--- config.mk ---
export PLATFORM = sky130hd
export DESIGN_NAME = usb_addr_stage
export DESIGN_NICKNAME = d
export VERILOG_FILES = /design/src/rtl/usb_addr_pkg.sv /design/src/rtl/usb_addr_wr_dec.sv /design/src/rtl/usb_addr_commit.sv /design/src/rtl/usb_addr_stage.sv
export SDC_FILE = /design/constraint.sdc
export NUM_CORES = 1
export LEC_CHECK = 0
export BUFFER_PORTS_ARGS = -buffer_cell sky130_fd_sc_hd__buf_2
export CAP_MARGIN = 20
export CORE_MARGIN = 2
export CORE_UTILIZATION = 33
export DETAILED_ROUTE_END_ITERATION = 7
export GPL_TIMING_DRIVEN = 0
export PLACE_DENSITY_LB_ADDON = 0.3
export SLEW_MARGIN = 10
export SYNTH_ARGS = -nofsm -noshare
export SYNTH_HDL_FRONTEND = slang
export SYNTH_SLANG_ARGS = --single-unit
--- constraint.sdc ---
create_clock -name clk_i -period 1.4 [get_ports clk_i]
set_clock_uncertainty 0.15 [all_clocks]
set_input_delay 0.07 -clock clk_i [delete_from_list [all_inputs] [get_ports clk_i]]
set_output_delay 0.07 -clock clk_i [all_outputs]
set_load 0.005 [all_outputs]
--- src/rtl/usb_addr_pkg.sv ---
package usb_addr_pkg;
  localparam int unsigned ADDR_W    = 7;
  localparam int unsigned DATA_W    = 32;
  localparam int unsigned ADDR_LSB  = 25;
  localparam int unsigned STAGE_BIT = 24;

  typedef struct packed {
    logic              hit;
    logic              stage;
    logic [ADDR_W-1:0] addr;
  } wr_evt_t;
endpackage

--- src/rtl/usb_addr_wr_dec.sv ---
module usb_addr_wr_dec
  import usb_addr_pkg::*;
#(
  parameter int unsigned OFF_W  = 12,
  parameter logic [OFF_W-1:0] REG_OFF = 12'h144
) (
  input  logic              wr_en_i,
  input  logic [OFF_W-1:0]  wr_off_i,
  input  logic [DATA_W-1:0] wr_data_i,
  output wr_evt_t           evt_o
);
  logic unused_low;
  assign unused_low = ^wr_data_i[STAGE_BIT-1:0];

  always_comb begin
    evt_o.hit   = wr_en_i && (wr_off_i == REG_OFF);
    evt_o.stage = wr_data_i[STAGE_BIT];
    evt_o.addr  = wr_data_i[ADDR_LSB +: ADDR_W];
  end
endmodule

--- src/rtl/usb_addr_commit.sv ---
module usb_addr_commit #(
  parameter int unsigned EP_W = 4
) (
  input  logic            in_done_i,
  input  logic [EP_W-1:0] in_ep_i,
  input  logic            pending_i,
  input  logic            wr_hit_i,
  input  logic            bus_reset_i,
  output logic            commit_o
);
  // write and bus reset take precedence over a commit
  always_comb
    commit_o = in_done_i && (in_ep_i == '0) && pending_i && !wr_hit_i && !bus_reset_i;
endmodule

--- src/rtl/usb_addr_stage.sv ---
module usb_addr_stage
  import usb_addr_pkg::*;
#(
  parameter int unsigned OFF_W  = 12,
  parameter logic [OFF_W-1:0] REG_OFF = 12'h144,
  parameter int unsigned EP_W   = 4
) (
  input  logic              clk_i,
  input  logic              rst_ni,
  input  logic              bus_reset_i,
  input  logic              wr_en_i,
  input  logic [OFF_W-1:0]  wr_off_i,
  input  logic [DATA_W-1:0] wr_data_i,
  input  logic              in_done_i,
  input  logic [EP_W-1:0]   in_ep_i,
  output logic [ADDR_W-1:0] dev_addr_o,
  output logic              pending_o,
  output logic [DATA_W-1:0] rd_data_o
);
  wr_evt_t           evt;
  logic              commit;
  logic [ADDR_W-1:0] act_q, pend_addr_q;
  logic              pend_q;

  usb_addr_wr_dec #(.OFF_W(OFF_W), .REG_OFF(REG_OFF)) u_dec (
    .wr_en_i  (wr_en_i),
    .wr_off_i (wr_off_i),
    .wr_data_i(wr_data_i),
    .evt_o    (evt)
  );

  usb_addr_commit #(.EP_W(EP_W)) u_commit (
    .in_done_i  (in_done_i),
    .in_ep_i    (in_ep_i),
    .pending_i  (pend_q),
    .wr_hit_i   (evt.hit),
    .bus_reset_i(bus_reset_i),
    .commit_o   (commit)
  );

  always_ff @(posedge clk_i or negedge rst_ni) begin
    if (!rst_ni) begin
      act_q       <= '0;
      pend_addr_q <= '0;
      pend_q      <= 1'b0;
    end else if (bus_reset_i) begin
      act_q       <= '0;
      pend_addr_q <= '0;
      pend_q      <= 1'b0;
    end else if (evt.hit) begin
      if (evt.stage) begin
        pend_addr_q <= evt.addr;
        pend_q      <= 1'b1;
      end else begin
        act_q  <= evt.addr;
        pend_q <= 1'b0;
      end
    end else if (commit) begin
      act_q  <= pend_addr_q;
      pend_q <= 1'b0;
    end
  end

  assign dev_addr_o = act_q;
  assign pending_o  = pend_q;

  always_comb begin
    rd_data_o                       = '0;
    rd_data_o[ADDR_LSB +: ADDR_W]   = act_q;
    rd_data_o[STAGE_BIT]            = pend_q;
  end
endmodule

==> results.sh, run 1 <==
export IMPL_status="complete, no violations"
export IMPL_hp_class="in -> reg"
export IMPL_period_needed_ps=1395
export IMPL_timing_rr_start="pending_o"
export IMPL_timing_final_hold_violations=0
export IMPL_drtIter0Drc=32
export IMPL_drc_errors=0
export IMPL_rsz0062_at_grt="yes"
export IMPL_detail_route_wl_per_cell_um=11.39
export IMPL_reg2reg_setup_slack_ps=5
export IMPL_tns_ps=0
export IMPL_drv_slew=0
export IMPL_num_rows=20
export IMPL_setup_viol=0
export IMPL_gr_total_overflow=0
export IMPL_dp_cells=210
export IMPL_grt_total_usage=0.1468
export IMPL_ff2ff_path_depth=3
export IMPL_cp_start_kind="register"
export IMPL_synth_cells=111
export IMPL_cp_end_kind="register"
export IMPL_antenna_found_initial=0
export IMPL_tritoncts="done"
export IMPL_wl_met2_um=1347
export IMPL_synth_edff_count=0
export IMPL_ys_seq_area_frac=0.3645
export IMPL_hold_start="wr_data_i[24]"
export IMPL_async_flop_share=1.000
export IMPL_fin_cells=227
export IMPL_via_per_inst=4.507
export IMPL_grt_pass1_vias=893
export IMPL_met1_length_um=1055
export IMPL_ctsRootBufferMaster="clkbuf_4"
export IMPL_synth_cell_area_um2=1030
export IMPL_peakVddDrop_mv=0.2557
export IMPL_drive_gt1_frac=0.5103
export IMPL_p_leak_uw=0.0009612
export IMPL_synth_area_leaders="dfrtp_1 36%, buf_4 23%, and3_1 7.3%"
export IMPL_fmax_mhz=716.7
export IMPL_worstPathMaxFanout=7
export IMPL_die_x_um=59.86
export IMPL_grt_pass1_wl_um=4029
export IMPL_grt_max_degree=16
export IMPL_fillCellCount=298
export IMPL_final_util=0.5250
export IMPL_max_cap_violations=0
export IMPL_post_synth_top_area_fraction=0.3645
export IMPL_min_to="pending_o"
export IMPL_top_layer="met4"
export IMPL_crit_arrival_ps=1420
export IMPL_vias=1023
export IMPL_power_density_nw_per_um2=544.0
export IMPL_cp_required_ps=1420
export IMPL_ant_nets=0
export IMPL_cts_made_buffers=3
export IMPL_gp_congestion=0.7865
export IMPL_cts_buffer_depth=2
export IMPL_path_clk_slew_ps=90
export IMPL_die_height_um=59.86
export IMPL_syn2layout_area_growth_pct=53.10
export IMPL_yosysTopAreaCell="dfrtp_1"
export IMPL_hold_depth=3
export IMPL_start_util=0.3429
export IMPL_avgSynthCellArea_um2=9.277
export IMPL_nNetsFinal=248
export IMPL_ys_seq_elements=15
export IMPL_die_area_um2=3583
export IMPL_io_pins=93
export IMPL_layout_setup_ws_ps=4.744
export IMPL_core_area_um2=3003
export IMPL_cts_sinks=15
export IMPL_hpwl_um=1911
export IMPL_wirelength_um=2586
export IMPL_first_pass_iters=4
export IMPL_dr_wl_met3_um=157
export IMPL_clk_latency_ps=280
export IMPL_final_period_utilization=0.9966
export IMPL_insertedDiodeCount=0
export IMPL_yosysWarnings=0
export IMPL_synthDistinctLibCells=23
export IMPL_io_buffer_count=43
export IMPL_path_class="reg -> reg"
export IMPL_htree_levels=1
export IMPL_r2r_end="dev_addr_o[2]"
export IMPL_post_place_ws_ps=-307.7
export IMPL_synth_ff_type="dfrtp_1"
[critical path, stage by stage (launching register included)]
cell and delay [ps]:
dfrtp_1 400, a31oi_1 100, mux2_4 330, a211o_1 300
[state kept, by name (all words and copies together), names as in the netlist]
signal and cells:
dev_addr_o 7, pend_addr_q 7, pending_o 1
[cell usage after synthesis, drive strengths merged (3+ instances only)]
cell	count
clkbuf	3
buf	33
a211o	7
nor2	3
and3	14
o21ai	7
dfrtp	15
a21oi	8
nand3	9
[worst max path at each step]
stage                 startpoint             to  slack, ps  cells after the start
floorplan           wr_off_i[11]  dev_addr_o[2]        -30                      4
global placement    wr_off_i[11]  dev_addr_o[0]       -260                      5
detailed placement  wr_off_i[11]  dev_addr_o[2]       -310                      5
CTS                    pending_o  dev_addr_o[2]          2                      3
global route        wr_off_i[10]  dev_addr_o[2]        -30                      5
finish                 pending_o  dev_addr_o[2]          5                      3
[kinds of logic after synthesis]
kind of cell	Yosys count	share of synthesized area
other	1	0.003642
buffers and inverters	37	0.2527
multiplexers	1	0.01458
AND/OR/NAND/NOR	34	0.2260
flip-flops	15	0.3645
AO/OA/AOI/OAI	23	0.1385
[layout by cell type, fill, tap and decap left out]
| cell type | Yosys | routed |
|---|---|---|
| a211o_1 | 7 | 7 |
| dlygate4sd3_1 | 0 | 9 |
| o21ai_0 | 7 | 7 |
| inv_1 | 1 | 1 |
| clkbuf_2 | 0 | 1 |
| a31oi_1 | 1 | 1 |
| nand4_4 | 0 | 1 |
| nor4_2 | 0 | 1 |
| conb_1 | 1 | 24 |
| and4b_2 | 0 | 1 |
| dfrtp_1 | 15 | 15 |
| a21oi_1 | 8 | 8 |
| buf_4 | 32 | 36 |
| and3_1 | 12 | 7 |
| and4bb_2 | 1 | 1 |
| mux2_4 | 1 | 1 |
| and3_4 | 0 | 7 |
| nand2_1 | 1 | 1 |
| and4_2 | 1 | 1 |
| nor4b_4 | 1 | 1 |
| clkbuf_1 | 3 | 3 |
| nor3b_2 | 0 | 1 |
| clkbuf_4 | 0 | 4 |
| buf_2 | 1 | 43 |
| nand3_1 | 9 | 9 |
| nor2_1 | 3 | 3 |
[area by class of cell]
cell class | count | area (um^2) | area share
Buffer | 36 | 260.3 | 0.1651
Clock buffer | 4 | 26.28 | 0.01667
Inverter | 1 | 3.754 | 0.002381
Multi-Input combinational cell | 82 | 534.3 | 0.3389
Sequential cell | 15 | 375.4 | 0.2381
Tap cell | 33 | 41.29 | 0.02619
Timing Repair Buffer | 56 | 335.3 | 0.2127
[report_power, final]
group	internal (uW)	switching, uW
clock network	110	140
logic	96.4	78.0
registers	433	0.0164
[per-stage QoR]
step           hold WS, ps  instance area (um^2)  power (uW)
2_1_floorplan       -375.6                  1121       529.4
3_3_place_gp        -165.5                  1378       585.0
3_5_place_dp        -154.8                  1378       589.4
4_1_cts              56.20                  1523       853.4
5_1_grt              104.0                  1577       891.1
6_report             53.51                  1577       857.6
[layer usage]
layer,vias to the layer above,global-route usage
met4,0,0.03810
met2,43,0.2547
met5,-,0
met1,466,0.1864
li1,510,-
met3,4,0.02597
[timing repair]
item	4_1_cts	5_1_grt
endpoints found under the hold margin	30	0
buffers inserted	2	2
pin swaps	1	14
gates resized for setup	3	10
setup endpoints to repair	7	9
hold buffers	9	0
Power figures use the tool's default switching activity.
==> run 2: changes to the inputs <==
--- a/config.mk
+++ b/config.mk
@@ -7,8 +7,9 @@
 export LEC_CHECK = 0
 export BUFFER_PORTS_ARGS = -buffer_cell sky130_fd_sc_hd__buf_2
 export CAP_MARGIN = 20
-export CORE_MARGIN = 2
+export CORE_MARGIN = 5
 export CORE_UTILIZATION = 33
+export CTS_CLUSTER_SIZE = 30
 export DETAILED_ROUTE_END_ITERATION = 7
 export GPL_TIMING_DRIVEN = 0
 export PLACE_DENSITY_LB_ADDON = 0.3
==> run 2 against run 1 <==
The flow now finishes with violations (negative setup slack). Register-to-register slack lost 20 ps. Clock-buffer cell count is the same. Core utilization shrank 1.1 points. Final area shrank 1.3%. Flip-flop and latch count is the same. Routed wire length grew 11%. Sequential share of layout area grew 0.33 points. First-iteration DRC count shrank 22%. Hold slack lost 8.4 ps. Clock power grew 3%. Via count shrank 1.6%. Global-route usage shrank 2.2 points.
==> results.sh, run 2 (synthesis gave the netlist of run 1 again) <==
export IMPL_status="finished, violations left"
export IMPL_violations="negative setup slack"
export IMPL_final_period_utilization=1.011
export IMPL_slowest_stage="dfrtp_1"
export IMPL_final_common_cell="buf_2"
export IMPL_fmax_mhz=706.8
export IMPL_io_pins=93
export IMPL_period_needed_ps=1415
export IMPL_drtIter0Drc=25
export IMPL_hp_class="in -> reg"
export IMPL_die_area_um2=4338
export IMPL_nNetsFinal=245
export IMPL_power_density_nw_per_um2=557.0
export IMPL_io_buffer_count=43
export IMPL_cts_made_buffers=3
export IMPL_peakVddDrop_mv=0.3800
export IMPL_ff2ff_path_depth=3
export IMPL_hpwl_um=2119
export IMPL_crit_path_max_incr_delay_ps=420
export IMPL_cp_end_kind="register"
export IMPL_grt_pass1_vias=972
export IMPL_first_pass_iters=4
export IMPL_placed_area_um2=1391
export IMPL_final_cell_mix="44 x buf_2, 33 x buf_4, 24 x conb_1, 15 x dfrtp_1, 10 x and3_1"
export IMPL_setup_viol=4
export IMPL_ant_nets=0
export IMPL_cp_start_kind="register"
export IMPL_max_cap_violations=0
export IMPL_core_area_um2=3028
export IMPL_drive_gt1_frac=0.4869
export IMPL_cts_sinks=15
export IMPL_insertedDiodeCount=0
export IMPL_drv_slew=0
export IMPL_die_x_um=65.86
export IMPL_gr_total_overflow=0
export IMPL_layout_setup_ws_ps=-14.73
export IMPL_tns_ps=-27.53
export IMPL_path_clk_slew_ps=90
export IMPL_worstPathMaxFanout=7
export IMPL_crit_arrival_ps=1450
export IMPL_cp_required_ps=1430
export IMPL_totalPowerFinal_uw=866.3
export IMPL_cts_buffer_depth=2
export IMPL_vias=1007
export IMPL_final_util=0.5136
export IMPL_wirelength_um=2861
export IMPL_start_util=0.3401
export IMPL_gp_congestion=0.8048
export IMPL_ctsRootBufferMaster="clkbuf_4"
export IMPL_endpoint="dev_addr_o[1]"
export IMPL_detail_route_wl_per_cell_um=12.17
export IMPL_reg2reg_setup_slack_ps=-10
export IMPL_syn2layout_area_growth_pct=51.03
export IMPL_die_height_um=65.86
export IMPL_timing_rr_start="pending_o"
export IMPL_grt_total_usage=0.1250
export IMPL_design_area_um2=1555
export IMPL_r2r_end="dev_addr_o[1]"
export IMPL_grt_pass1_wl_um=4202
export IMPL_antenna_found_initial=0
export IMPL_tritoncts="done"
export IMPL_grt_max_degree=16
export IMPL_p_leak_uw=0.0009519
export IMPL_num_rows=20
export IMPL_htree_levels=1
export IMPL_cp_cell_sequence="and4b_2 -> and3_4 -> a211o_1"
export IMPL_timing_final_hold_violations=0
export IMPL_path_class="reg -> reg"
export IMPL_rsz0062_at_grt="yes"
export IMPL_clk_latency_ps=290
export IMPL_drc_errors=0
export IMPL_startpoint="pending_o"
export IMPL_via_per_inst=4.285
==> run 2: cell count changes in the layout (fill, tap and decap cells not counted) <==
| cell | before | now |
|---|---|---|
| a31oi_2 | 0 | 1 |
| clkbuf_4 | 4 | 3 |
| clkbuf_1 | 3 | 4 |
| buf_2 | 43 | 44 |
| clkbuf_2 | 1 | 0 |
| a31oi_1 | 1 | 0 |
| and3_1 | 7 | 10 |
| and3_4 | 7 | 4 |
| buf_4 | 36 | 33 |
==> run 2: how the worst min path moves through the flow <==
stage          slack [ps]  depth (start not counted)           from        endpoint
4_1_cts                30                          3  wr_data_i[24]       pending_o
3_3_place_gp         -170                          1         rst_ni   dev_addr_o[5]
2_1_floorplan        -380                          0         rst_ni   dev_addr_o[0]
3_5_place_dp         -150                          1         rst_ni   dev_addr_o[2]
6_report               50                          3  wr_data_i[24]       pending_o
5_1_grt                70                          3  wr_data_i[24]  pend_addr_q[6]
==> run 2: critical path, delay by kind of cell (launching register included) <==
family / cells / cell delay, ps
flip-flops: 1 / 420
AO/OA/AOI/OAI: 1 / 260
AND/OR/NAND/NOR: 2 / 460
==> run 2: final cells by class <==
class                           instances  area (um^2)
Inverter                                1        3.754
Sequential cell                        15        375.4
Clock buffer                            4        26.28
Buffer                                 36        256.5
Fill cell                             294         1473
Tap cell                               44        55.05
Multi-Input combinational cell         82        525.5
Timing Repair Buffer                   53        312.8
==> run 2: report_power, final <==
group          switching [uW]  internal, uW  total (uW)
logic                    78.4          97.0         175
registers              0.0159           433         433
clock network             147           111         258
==> run 2: routing by layer <==
layer,wire [um],GRT usage,vias up
li1,-,-,502
met1,1170,0.1485,462
met2,1492,0.2203,41
met3,185,0.04422,2
met4,12,0.01554,0
met5,0,0,-
==> run 2: repair_timing <==
item                                   in CTS  in global routing
setup buffers                               1                  0
gates resized for setup                     3                  5
hold buffers                                9                  0
endpoints found under the hold margin      30                  0
pin swaps                                   1                 11
setup endpoints to repair                   7                  7
==> run 2: stage by stage <==
stage / hold WS, ps / std cells / worst slack [ps]
6_report: 45.14 / 235 / -14.73
5_1_grt: 73.64 / 235 / -59.67
4_1_cts: 30.06 / 235 / 13.35
3_5_place_dp: -154.9 / 221 / -330.9
3_3_place_gp: -165.4 / 221 / -275.1
2_1_floorplan: -375.6 / 134 / -25.23
==> run 3: changes to the inputs <==
--- a/config.mk
+++ b/config.mk
@@ -12,7 +12,7 @@
 export CTS_CLUSTER_SIZE = 30
 export DETAILED_ROUTE_END_ITERATION = 7
 export GPL_TIMING_DRIVEN = 0
-export PLACE_DENSITY_LB_ADDON = 0.3
+export PLACE_DENSITY_LB_ADDON = 0.08
 export SLEW_MARGIN = 10
 export SYNTH_ARGS = -nofsm -noshare
 export SYNTH_HDL_FRONTEND = slang
==> run 3 against run 2 <==
The run now ends clean. Power shrank 0.75%. Sequential power is essentially flat. Via count down 0.79%. Register-to-register slack gained 40 ps. Critical path type unchanged. Non-clock buffer count rose by 2. Critical endpoint is now dev_addr_o[0]. Clock power is 2% lower. Setup slack improved by 38 ps. Routed wire length shrank 3.4%.
==> results.sh, run 3 (synthesis gave the netlist of run 1 again) <==
export IMPL_die_x_um=65.86
export IMPL_num_rows=20
export IMPL_crit_path_max_incr_delay_ps=400
export IMPL_syn2layout_area_growth_pct=51.03
export IMPL_insertedDiodeCount=0
export IMPL_via_per_inst=4.215
export IMPL_ant_nets=0
export IMPL_final_common_cell="buf_2"
export IMPL_pwr_share_seq=0.503
export IMPL_period_needed_ps=1377
export IMPL_start_util=0.3401
export IMPL_nNetsFinal=247
export IMPL_die_area_um2=4338
export IMPL_antenna_found_initial=0
export IMPL_swShare=0.2555
export IMPL_gr_total_overflow=0
export IMPL_cp_required_ps=1430
export IMPL_peakVddDrop_mv=0.3813
export IMPL_drv_slew=0
export IMPL_timing_final_hold_violations=0
export IMPL_io_buffer_count=43
export IMPL_path_clk_slew_ps=90
export IMPL_rsz0062_at_grt="yes"
export IMPL_cp_cell_sequence="and4b_2 -> and3_1 -> a211o_1"
export IMPL_path_class="reg -> reg"
export IMPL_power_density_nw_per_um2=552.8
export IMPL_final_cell_mix="44 x buf_2, 35 x buf_4, 24 x conb_1, 15 x dfrtp_1, 12 x and3_1"
export IMPL_drtIter0Drc=46
export IMPL_grt_pass1_vias=987
export IMPL_totalPowerFinal_uw=859.8
export IMPL_comb_power_share=0.202
export IMPL_detail_route_wl_per_cell_um=11.66
export IMPL_core_area_um2=3028
export IMPL_hp_class="in -> async"
export IMPL_grt_total_usage=0.1315
export IMPL_final_util=0.5136
export IMPL_cts_buffer_depth=2
export IMPL_slowest_stage="dfrtp_1"
export IMPL_drc_errors=0
export IMPL_grt_max_degree=16
export IMPL_cts_made_buffers=3
export IMPL_wirelength_um=2764
export IMPL_clkPwrFrac=0.295
export IMPL_worstPathMaxFanout=7
export IMPL_intPower_uw=640.1
export IMPL_first_pass_iters=4
export IMPL_grt_pass1_wl_um=4422
export IMPL_io_pins=93
export IMPL_power_switching_uw=219.6
export IMPL_final_period_utilization=0.9836
export IMPL_max_cap_violations=0
export IMPL_htree_levels=1
export IMPL_fmax_mhz=726.2
export IMPL_tritoncts="done"
export IMPL_status="complete, no violations"
export IMPL_dp_cells=221
export IMPL_fin_cells=237
export IMPL_ctsRootBufferMaster="clkbuf_4"
export IMPL_cp_end_kind="register"
export IMPL_setup_viol=0
export IMPL_cp_start_kind="register"
export IMPL_clk_latency_ps=290
export IMPL_critical_path_top_delay_family="simple AND/OR/NAND/NOR gates"
export IMPL_vias=999
export IMPL_crit_arrival_ps=1400
export IMPL_crit_buf_inv=0
export IMPL_drive_gt1_frac=0.4819
export IMPL_die_height_um=65.86
export IMPL_gp_congestion=0.7559
export IMPL_p_leak_uw=0.0009665
export IMPL_cts_sinks=15
export IMPL_hpwl_um=2112
## run 3: cell types whose count changed in the layout (fill, tap and decap cells not counted), sizes merged
cell,previous run,this run
buf,77,79
## run 3: path summary, 6_finish.rpt
check / startpoint / endpoint / cells past startpoint / slack [ps]
max: pending_o / dev_addr_o[0] / 3 / 20
min: rst_ni / dev_addr_o[1] / 2 / 70
max reg2reg: pending_o / dev_addr_o[0] / 3 / 20
min reg2reg: dev_addr_o[3] / dev_addr_o[3] / 1 / 370
max in group asynchronous: rst_ni / pending_o / 2 / 770
min in group clk_i: wr_data_i[24] / pending_o / 3 / 70
## run 3: area by class of cell
type	count	area, um^2
Clock buffer	4	26.28
Inverter	1	3.754
Timing Repair Buffer	55	327.8
Buffer	36	257.7
Multi-Input combinational cell	82	509.2
Fill cell	300	1473
Sequential cell	15	375.4
Tap cell	44	55.05
## run 3: per-stage QoR
step	setup slack [ps]	hold slack, ps	setup TNS [ps]	instance area [um^2]
floorplan	-25.23	-375.6	-176.6	1121
global placement	-328.8	-150.7	-3557	1391
detailed placement	-345.7	-145.8	-3806	1391
CTS	4.557	50.48	0	1529
global route	-15.12	93.11	-35.56	1555
finish	22.99	67.06	0	1555
## run 3: what timing repair did
| action | in CTS | in global routing |
|---|---|---|
| cloned | 0 | 0 |
| hold buffers | 9 | 0 |
| gates resized for setup | 3 | 4 |
| buffers inserted | 1 | 2 |
| pin swaps | 1 | 9 |
| endpoints found under the hold margin | 30 | 0 |
| setup endpoints to repair | 7 | 7 |
## run 3: worst reg2reg max path: stages (launching register included)
cell     delay [ps]
dfrtp_1         400
and4b_2         290
and3_1          200
a211o_1         220
## run 3: per-layer routing
layer | routed length, um | part of all wire | track usage | vias up
met1 | 1113 | 0.40 | 0.1476 | 459
met2 | 1491 | 0.54 | 0.2378 | 36
met5 | 0 | 0 | 0 | -
met3 | 159 | 0.058 | 0.04762 | 0
met4 | 0 | 0 | 0.02332 | 0
li1 | - | - | - | 504
## run 3: power groups by stage
stage | registers (uW) | logic (uW) | clock network, uW
final | 433 | 173 | 253
after global routing | 433 | 195 | 292
after CTS | 433 | 170 | 268
after detailed placement | 441 | 149 | 0
after global placement | 441 | 146 | 0
after floorplan | 442 | 87.7 | 0
